$ cat src/rtl/tod_pkg.sv
// Package tod_pkg
// Shared widths and limits for the time-of-day counter.
// Assumes BCD digits of four bits each.
package tod_pkg;
    localparam int DIGIT_W       = 4;
    localparam int HOURS_PER_DAY = 24;
    localparam int SYNC_STAGES   = 2;
    typedef logic [DIGIT_W-1:0] bcd_t;
endpackage

$ cat src/rtl/tod_btn_pulse.sv
// Module tod_btn_pulse
// Brings an asynchronous button level into the clock domain through STAGES
// flops and gives a one-cycle pulse on each rising edge of the result.
// Assumes the button is debounced elsewhere.
module tod_btn_pulse #(
    parameter int STAGES = tod_pkg::SYNC_STAGES
) (
    input  logic clk,
    input  logic rst_n,
    input  logic btn,
    output logic pulse
);
    localparam int CHAIN = STAGES + 1;

    logic [CHAIN-1:0] shreg;

    // Purpose: shift the button level through synchronizer and history flop.
    always_ff @(posedge clk) begin
        if (!rst_n) shreg <= '0;
        else        shreg <= {shreg[CHAIN-2:0], btn};
    end

    // Purpose: rising edge of the synchronized level.
    assign pulse = shreg[STAGES-1] & ~shreg[STAGES];
endmodule

$ cat src/rtl/tod_bcd60.sv
// Module tod_bcd60
// Two-digit BCD counter from 00 to TENS_MAX/ONES_MAX, stepped by inc.
// at_max flags the last value so the parent can build its carry.
// Assumes clr has priority over inc.
module tod_bcd60
    import tod_pkg::*;
#(
    parameter int ONES_MAX = 9,
    parameter int TENS_MAX = 5
) (
    input  logic clk,
    input  logic rst_n,
    input  logic clr,
    input  logic inc,
    output bcd_t ones,
    output bcd_t tens,
    output logic at_max
);
    localparam bcd_t ONES_TOP = bcd_t'(ONES_MAX);
    localparam bcd_t TENS_TOP = bcd_t'(TENS_MAX);

    // Purpose: step the units digit and carry into the tens digit.
    always_ff @(posedge clk) begin
        if (!rst_n || clr) begin
            ones <= '0;
            tens <= '0;
        end else if (inc) begin
            if (ones == ONES_TOP) begin
                ones <= '0;
                tens <= (tens == TENS_TOP) ? '0 : tens + 1'b1;
            end else begin
                ones <= ones + 1'b1;
            end
        end
    end

    // Purpose: flag the last value of the range.
    assign at_max = (ones == ONES_TOP) && (tens == TENS_TOP);
endmodule

$ cat src/rtl/tod_hours.sv
// Module tod_hours
// Holds the hour as a binary count 0..HOURS-1 and shows it as two BCD
// digits, either directly (24-hour dial) or as 1..HOURS/2 (12-hour dial).
// Assumes clr has priority over inc.
module tod_hours
    import tod_pkg::*;
#(
    parameter int HOURS = HOURS_PER_DAY
) (
    input  logic clk,
    input  logic rst_n,
    input  logic clr,
    input  logic inc,
    input  logic mode_24,
    output bcd_t ones,
    output bcd_t tens
);
    localparam int HW = $clog2(HOURS + 1);
    localparam logic [HW-1:0] LAST = HW'(HOURS - 1);
    localparam logic [HW-1:0] HALF = HW'(HOURS / 2);

    logic [HW-1:0] hcnt;
    logic [HW-1:0] shown;
    logic [HW-1:0] half_val;
    logic [HW-1:0] q10;
    logic [HW-1:0] r10;

    // Purpose: count stored hours and wrap at the end of the day.
    always_ff @(posedge clk) begin
        if (!rst_n || clr)  hcnt <= '0;
        else if (inc)       hcnt <= (hcnt == LAST) ? '0 : hcnt + 1'b1;
    end

    // Purpose: map the stored hour to the selected dial and split into BCD.
    always_comb begin
        half_val = (hcnt >= HALF) ? hcnt - HALF : hcnt;
        if (half_val == '0) half_val = HALF;
        shown = mode_24 ? hcnt : half_val;
        q10   = shown / HW'(10);
        r10   = shown - q10 * HW'(10);
    end

    assign tens = bcd_t'(q10);
    assign ones = bcd_t'(r10);
endmodule

$ cat src/rtl/tod_counter.sv
// Module tod_counter
// Time-of-day counter: seconds, minutes and hours in BCD, advanced by a
// one-cycle tick enable, with a run/set selector, button setting,
// synchronous clear, count enable and a top-of-hour pulse.
// Assumes tick_1hz and the control levels are synchronous to clk.
module tod_counter
    import tod_pkg::*;
(
    input  logic clk,
    input  logic rst_n,
    input  logic tick_1hz,
    input  logic count_en,
    input  logic clear,
    input  logic mode_24,
    input  logic set_mode,
    input  logic btn_min,
    input  logic btn_hour,
    output bcd_t sec_ones,
    output bcd_t sec_tens,
    output bcd_t min_ones,
    output bcd_t min_tens,
    output bcd_t hr_ones,
    output bcd_t hr_tens,
    output logic hour_pulse
);
    logic min_press;
    logic hour_press;
    logic sec_step;
    logic sec_last;
    logic min_step;
    logic min_last;
    logic hour_step;
    logic roll_hour;

    tod_btn_pulse u_min_btn (
        .clk   (clk),
        .rst_n (rst_n),
        .btn   (btn_min),
        .pulse (min_press)
    );

    tod_btn_pulse u_hour_btn (
        .clk   (clk),
        .rst_n (rst_n),
        .btn   (btn_hour),
        .pulse (hour_press)
    );

    // Purpose: steer ticks, carries and button pulses into the three fields.
    always_comb begin
        sec_step  = count_en & tick_1hz;
        roll_hour = ~set_mode & sec_step & sec_last & min_last;
        min_step  = count_en & (set_mode ? min_press  : (sec_step & sec_last));
        hour_step = count_en & (set_mode ? hour_press : roll_hour);
    end

    tod_bcd60 u_sec (
        .clk    (clk),
        .rst_n  (rst_n),
        .clr    (clear),
        .inc    (sec_step),
        .ones   (sec_ones),
        .tens   (sec_tens),
        .at_max (sec_last)
    );

    tod_bcd60 u_min (
        .clk    (clk),
        .rst_n  (rst_n),
        .clr    (clear),
        .inc    (min_step),
        .ones   (min_ones),
        .tens   (min_tens),
        .at_max (min_last)
    );

    tod_hours u_hour (
        .clk     (clk),
        .rst_n   (rst_n),
        .clr     (clear),
        .inc     (hour_step),
        .mode_24 (mode_24),
        .ones    (hr_ones),
        .tens    (hr_tens)
    );

    // Purpose: register the top-of-hour pulse alongside the rollover.
    always_ff @(posedge clk) begin
        if (!rst_n || clear) hour_pulse <= 1'b0;
        else                 hour_pulse <= roll_hour;
    end
endmodule

$ cat config.mk
export PLATFORM = sky130hd
export DESIGN_NAME = tod_counter
export DESIGN_NICKNAME = d
export VERILOG_FILES = /design/src/rtl/tod_pkg.sv /design/src/rtl/tod_btn_pulse.sv /design/src/rtl/tod_bcd60.sv /design/src/rtl/tod_hours.sv /design/src/rtl/tod_counter.sv
export SDC_FILE = /design/constraint.sdc
export NUM_CORES = 1
export LEC_CHECK = 0
export ABC_AREA = 1
export ABC_CLOCK_PERIOD_IN_PS = 10300
export BUFFER_PORTS_ARGS = -buffer_cell sky130_fd_sc_hd__buf_4
export CAP_MARGIN = 20
export CORE_MARGIN = 5
export CORE_UTILIZATION = 30
export DETAILED_ROUTE_END_ITERATION = 10
export PLACE_DENSITY = 0.48
export RECOVER_POWER = 100
export SYNTH_ARGS = -nofsm -noshare
export SYNTH_HDL_FRONTEND = slang
export SYNTH_SLANG_ARGS = --single-unit
$ cat constraint.sdc
create_clock -name clk -period 10.3 [get_ports clk]
set_input_delay 2.06 -clock clk [delete_from_list [all_inputs] [get_ports clk]]
set_output_delay 2.06 -clock clk [all_outputs]
set_load 0.1 [all_outputs]
**Word level (Yosys, flattened, before mapping)**

Index checks and enable logic that the tools add are counted.

- Add/sub/neg operators: 7
- Multipliers: 1
- Divide/modulo/power cells: 1
- Order comparisons: 1
- Eq/ne operators: 5
- Shift operators: 0
- Muxes and demuxes: 10
- Bitwise logic cells: 12
- Reductions and logical operators: 7

Operator list:

| kind | number |
|---|---|
| $mux W5 | 4 |
| $add A4 B1 Y4 const B | 4 |
| $mux W4 | 4 |
| $and A1 B1 Y1 | 9 |
| $eq A4 B3 Y1 const B | 2 |
| $eq A4 B4 Y1 const B | 2 |
| $add A5 B1 Y5 const B | 1 |
| $div A5 B4 Y5 const B | 1 |
| $eq A5 B5 Y1 const B | 1 |
| $ge A5 B4 Y1 const B | 1 |
| $logic_not A5 Y1 | 1 |
| $mul A5 B3 Y3 const B | 1 |
| $sub A5 B4 Y5 const B | 1 |
| $reduce_and A2 Y1 | 2 |
| $sub A4 B4 Y4 | 1 |
| $not A1 Y1 | 3 |
| $logic_and A1 B1 Y1 | 2 |
| $mux W1 | 2 |
| $logic_not A1 Y1 | 1 |
| $logic_or A1 B1 Y1 | 1 |

- Flip-flop bits (word level): 28
- Bits in latches: 0
- RAM bits: 0
- Bits in read-only memories: 0
- Output and inout bits: 25
- Word-level logic and storage cells: 52
- Memories kept: 0

**Longest topological paths before layout**

- Depth after elaboration: 8
- Depth in mapped cells: 30

**Cells and area by module**

A second synthesis with hierarchy kept.

- Cells, all modules: 271
- Area, all modules: 1,783.0 um^2

Modules (own cells, without submodules):

| module | instances | cells an instance | area each (um^2) | sequential area each (um^2) |
|---|---|---|---|---|
| tod_bcd60 | 2 | 68 | 432.9 | 160.2 |
| tod_hours | 1 | 99 | 649.4 | 100.1 |
| tod_btn_pulse | 2 | 11 | 92.6 | 60.1 |
| tod_counter | 1 | 14 | 82.6 | 20.0 |

**Worst setup path after synthesis**

Ideal clock, no wire load.

- Path kind: input to output
- From: input mode_24
- To: output hr_ones[3]
- Arrival: 5.731 ns
- Slack: 2.509 ns
- Stages on the path: 24
- Buffers on the path: 0
- Cell sequence: a21oi_1 nand2_1 inv_1 nor2_1 inv_1 ha_1 inv_1 nand2_1 nand2_1 ha_1 inv_1 nor2_1 nand2_1 nand2_1 inv_1 nand2_1 nand2_1 ha_1 inv_1 fa_1 inv_1 xor2_1 nand2_1 nand2_1

- Longest elaborated chain between the ends: 4

Ends and longest elaborated chain:

| element | line | RTL |
|---|---|---|
| start, declared | tod_counter.sv:14 | `input logic mode_24,` |
| $mux W5 | tod_hours.sv:38 | `shown = mode_24 ? hcnt : half_val;` |
| $div A5 B4 Y5 | tod_hours.sv:39 | `q10 = shown / HW'(10);` |
| net hr_tens[0] | tod_counter.sv:23 | `output bcd_t hr_tens,` |
| $mul A5 B3 Y3 | tod_hours.sv:40 | `r10 = shown - q10 * HW'(10);` |
| $sub A4 B4 Y4 | tod_hours.sv:40 |  |
| end, declared | tod_counter.sv:22 | `output bcd_t hr_ones,` |

The timed path passes the listed nets, and every way through them passes these cells.

**Worst setup path in the final report**

- From: input mode_24
- To: output hr_ones[3]

- Longest elaborated chain between the ends: 4

Ends and longest elaborated chain:

| element | line |
|---|---|
| $mux W5 * | tod_hours.sv:38 |
| $div A5 B4 Y5 | tod_hours.sv:39 |
| $mul A5 B3 Y3 | tod_hours.sv:40 |
| $sub A4 B4 Y4 * | tod_hours.sv:40 |

Every way passes the cells marked *; elsewhere a longest branch is shown, timed or not.

==> impl_metrics.ini <==
[pwr]
p_leak_nw = 0.813
vdd_drop_max_uv = 51.6
p_per_area_nw_per_um2 = 130

[synthesis]
ys_types = 32
yosysSeqAreaShare_pct = 35.1
synthCells = 226
yosys_warnings = 0
ys_ff_latch = 28
syn_avg_cell_area_sq_um = 7.07
synth.cell_area_sq_um = 1600

[clock_tree]
cts_htree_levels = 1
clockBufferDepth = 2
clk_pin_slew_ps = 100
hold_buffers = 0
cts-root-buf = clkbuf_8
numCtsBuffers = 3
cts_num_sinks = 28
cts_tree = yes
clk_latency_ps = 270
cts_resized = 0
cts_setup_buffers = 0

[finish]
layout_common_cells = inv_1 (47), nand2_1 (47), dfxtp_1 (28)
synthToLayoutAreaGrowth_pct = 17.2
final_design_area_no_fill_sq_um = 1870
final_nets = 280
drive_above_1_share_pct = 8.85
diodes = 0
num-fill-cells = 610

[sta]
worst_slack_ps = 2670
fin_tns_setup_ps = 0
fin_crit_sh_pct = 74.1
tightest_slew_ps = 1170
slew_headroom_pct = 22.1
drv_slew = 0
skew_ps = 7.53
layout_min_cycle_time_ps = 7630
final-hold-violation-count = 0
setup_violations = 0
rsz0062_at_grt = no
fmax_ghz = 0.131

[worst_setup_path]
arrival_ps = 5570
cp_max_fo = 6
endpoint_kind = output port
criticalPathCategory = in -> out
start_kind = input pin
crit_required_ps = 8240

[floorplan]
start_util_pct = 31.1
die_width_um = 83.0
die_area_sq_um = 6890
core.rowCount = 26
die_h_um = 83.0
design.core.area_sq_um = 5140
io_pins = 34

[placement]
routabilityCongestion = 0.738
dpl_cell_area_sq_um = 1910
pre_cts_ws_ps = 3200
io_buffer_count = 31
hpwl_mm = 2.55

[drt]
drc = 0
drt-initial-drc-count = 52
wire_per_inst_um = 9.67
wirelength_mm = 3.19
first_pass_iters = 4
viasPerCell = 4.15
vias = 1371
drtAntennaViolNets = 0

[grt]
antenna_found_initial = 0
grt.total_usage_pct = 9.74
grt_pass1_vias = 1372
grt_max_degree = 17
grt-ovfl-total = 0
grt_pass1_wl_mm = 5.90

[outcome]
status = complete, no violations

[hold_path]
holdCritPathClass = reg -> reg

[run]
max_cap_violations = 0
==> stage by stage <==
stage	power (mW)	std cells	hold slack, ps	utilization, %
6_report	0.243	330	424	36.4
3_3_place_gp	0.164	326	391	37.2
3_5_place_dp	0.164	326	398	37.2
5_1_grt	0.256	330	431	36.4
2_1_floorplan	0.154	227	390	-
4_1_cts	0.251	330	424	38.6
==> routing by layer <==
metal / up-vias / part of all wire (%) / wire, um / GRT usage (%)
met3: 2 / 4.5 / 143 / 2.18
li1: 768 / - / - / -
met4: 0 / 0.69 / 22 / 2.23
met5: - / 0 / 0 / 0
met1: 585 / 49 / 1570 / 12.5
met2: 16 / 46 / 1460 / 16.6
==> synthesized netlist by cell type <==
library cell | instances | area (sq um)
a31oi_1 | 1 | 6.26
conb_1 | 1 | 3.75
clkbuf_1 | 1 | 3.75
nor3_1 | 2 | 10.0
inv_2 | 1 | 3.75
o21ai_4 | 1 | 16.3
ha_1 | 9 | 113
o21ai_2 | 1 | 8.76
o32ai_1 | 2 | 17.5
nand4_1 | 2 | 12.5
nand3_4 | 1 | 17.5
dfxtp_1 | 28 | 561
nand2_2 | 3 | 18.8
buf_4 | 2 | 15.0
a21oi_2 | 1 | 8.76
nand3b_1 | 1 | 7.51
nor2_4 | 2 | 22.5
fa_1 | 1 | 20.0
o21ai_0 | 10 | 50.1
nor2_1 | 23 | 86.3
o211ai_1 | 1 | 7.51
nand3_1 | 11 | 55.1
xor2_1 | 6 | 52.6
a21oi_1 | 14 | 70.1
nor4_1 | 1 | 6.26
and3_1 | 1 | 6.26
nand2_4 | 1 | 11.3
inv_1 | 47 | 176
nor2_2 | 2 | 12.5
o311ai_0 | 1 | 8.76
o31ai_2 | 1 | 12.5
nand2_1 | 47 | 176
==> critical path, cell delays in order <==
cell and delay, ps:
buf_4 130, a21oi_1 150, nand2_1 100, inv_1 70
nor2_1 50, inv_1 120, ha_1 160, inv_1 50
nand2_1 90, nand2_1 110, ha_1 290, inv_1 50
nor2_1 30, nand2_1 50, nand2_1 50, inv_1 50
nand2_1 60, nand2_1 100, ha_1 150, inv_1 50
fa_1 350, inv_1 70, xor2_1 190, nand2_1 80
nand2_1 60, clkbuf_1 860
==> worst paths after layout <==
| kind | start | endpoint | slack (ps) | cells past startpoint |
|---|---|---|---|---|
| max | mode_24 | hr_ones[3] | 2670 | 26 |
| min | u_min_btn.shreg[0] | u_min_btn.shreg[1] | 420 | 2 |
| min reg2reg | u_min_btn.shreg[0] | u_min_btn.shreg[1] | 420 | 2 |
| max reg2reg | u_sec.ones[0] | u_hour.hcnt[4] | 8310 | 11 |
==> kinds of logic (layout without fill, tap and decap cells) <==
logic type | after synthesis | after routing | share of synthesized area (%)
xor+xnor | 6 | 6 | 3.29
simple gates | 97 | 97 | 27.7
compound gates | 33 | 33 | 12.9
other cells | 1 | 2 | 0.235
fa+ha+maj | 10 | 10 | 8.30
flops | 28 | 28 | 35.1
buf+inv | 51 | 84 | 12.5
==> power breakdown <==
part | switching [mW] | internal, mW | leakage (nW)
registers | 0.000594 | 0.109 | 0.227
logic | 0.0397 | 0.00808 | 0.551
clock network | 0.0334 | 0.0520 | 0.0357
==> area by class of cell <==
type                       instances  area (sq um)  area share (%)
sequential                        28           561            29.9
clock buffer                       3          41.3            2.20
timing repair buffer              32           146            7.82
clock inverter                     1          30.0            1.60
inverter                          48           180            9.62
multi-input combinational        148           827            44.2
tap                               70          87.6            4.68
==> flip-flops by register name (all words and copies together) (netlist names) <==
name	count
u_hour.hcnt	5
u_min.tens	4
hour_pulse	1
u_sec.ones	4
u_sec.tens	4
u_hour_btn.shreg	3
u_min_btn.shreg	3
u_min.ones	4
Note: power is estimated with default switching activity, not from simulation.
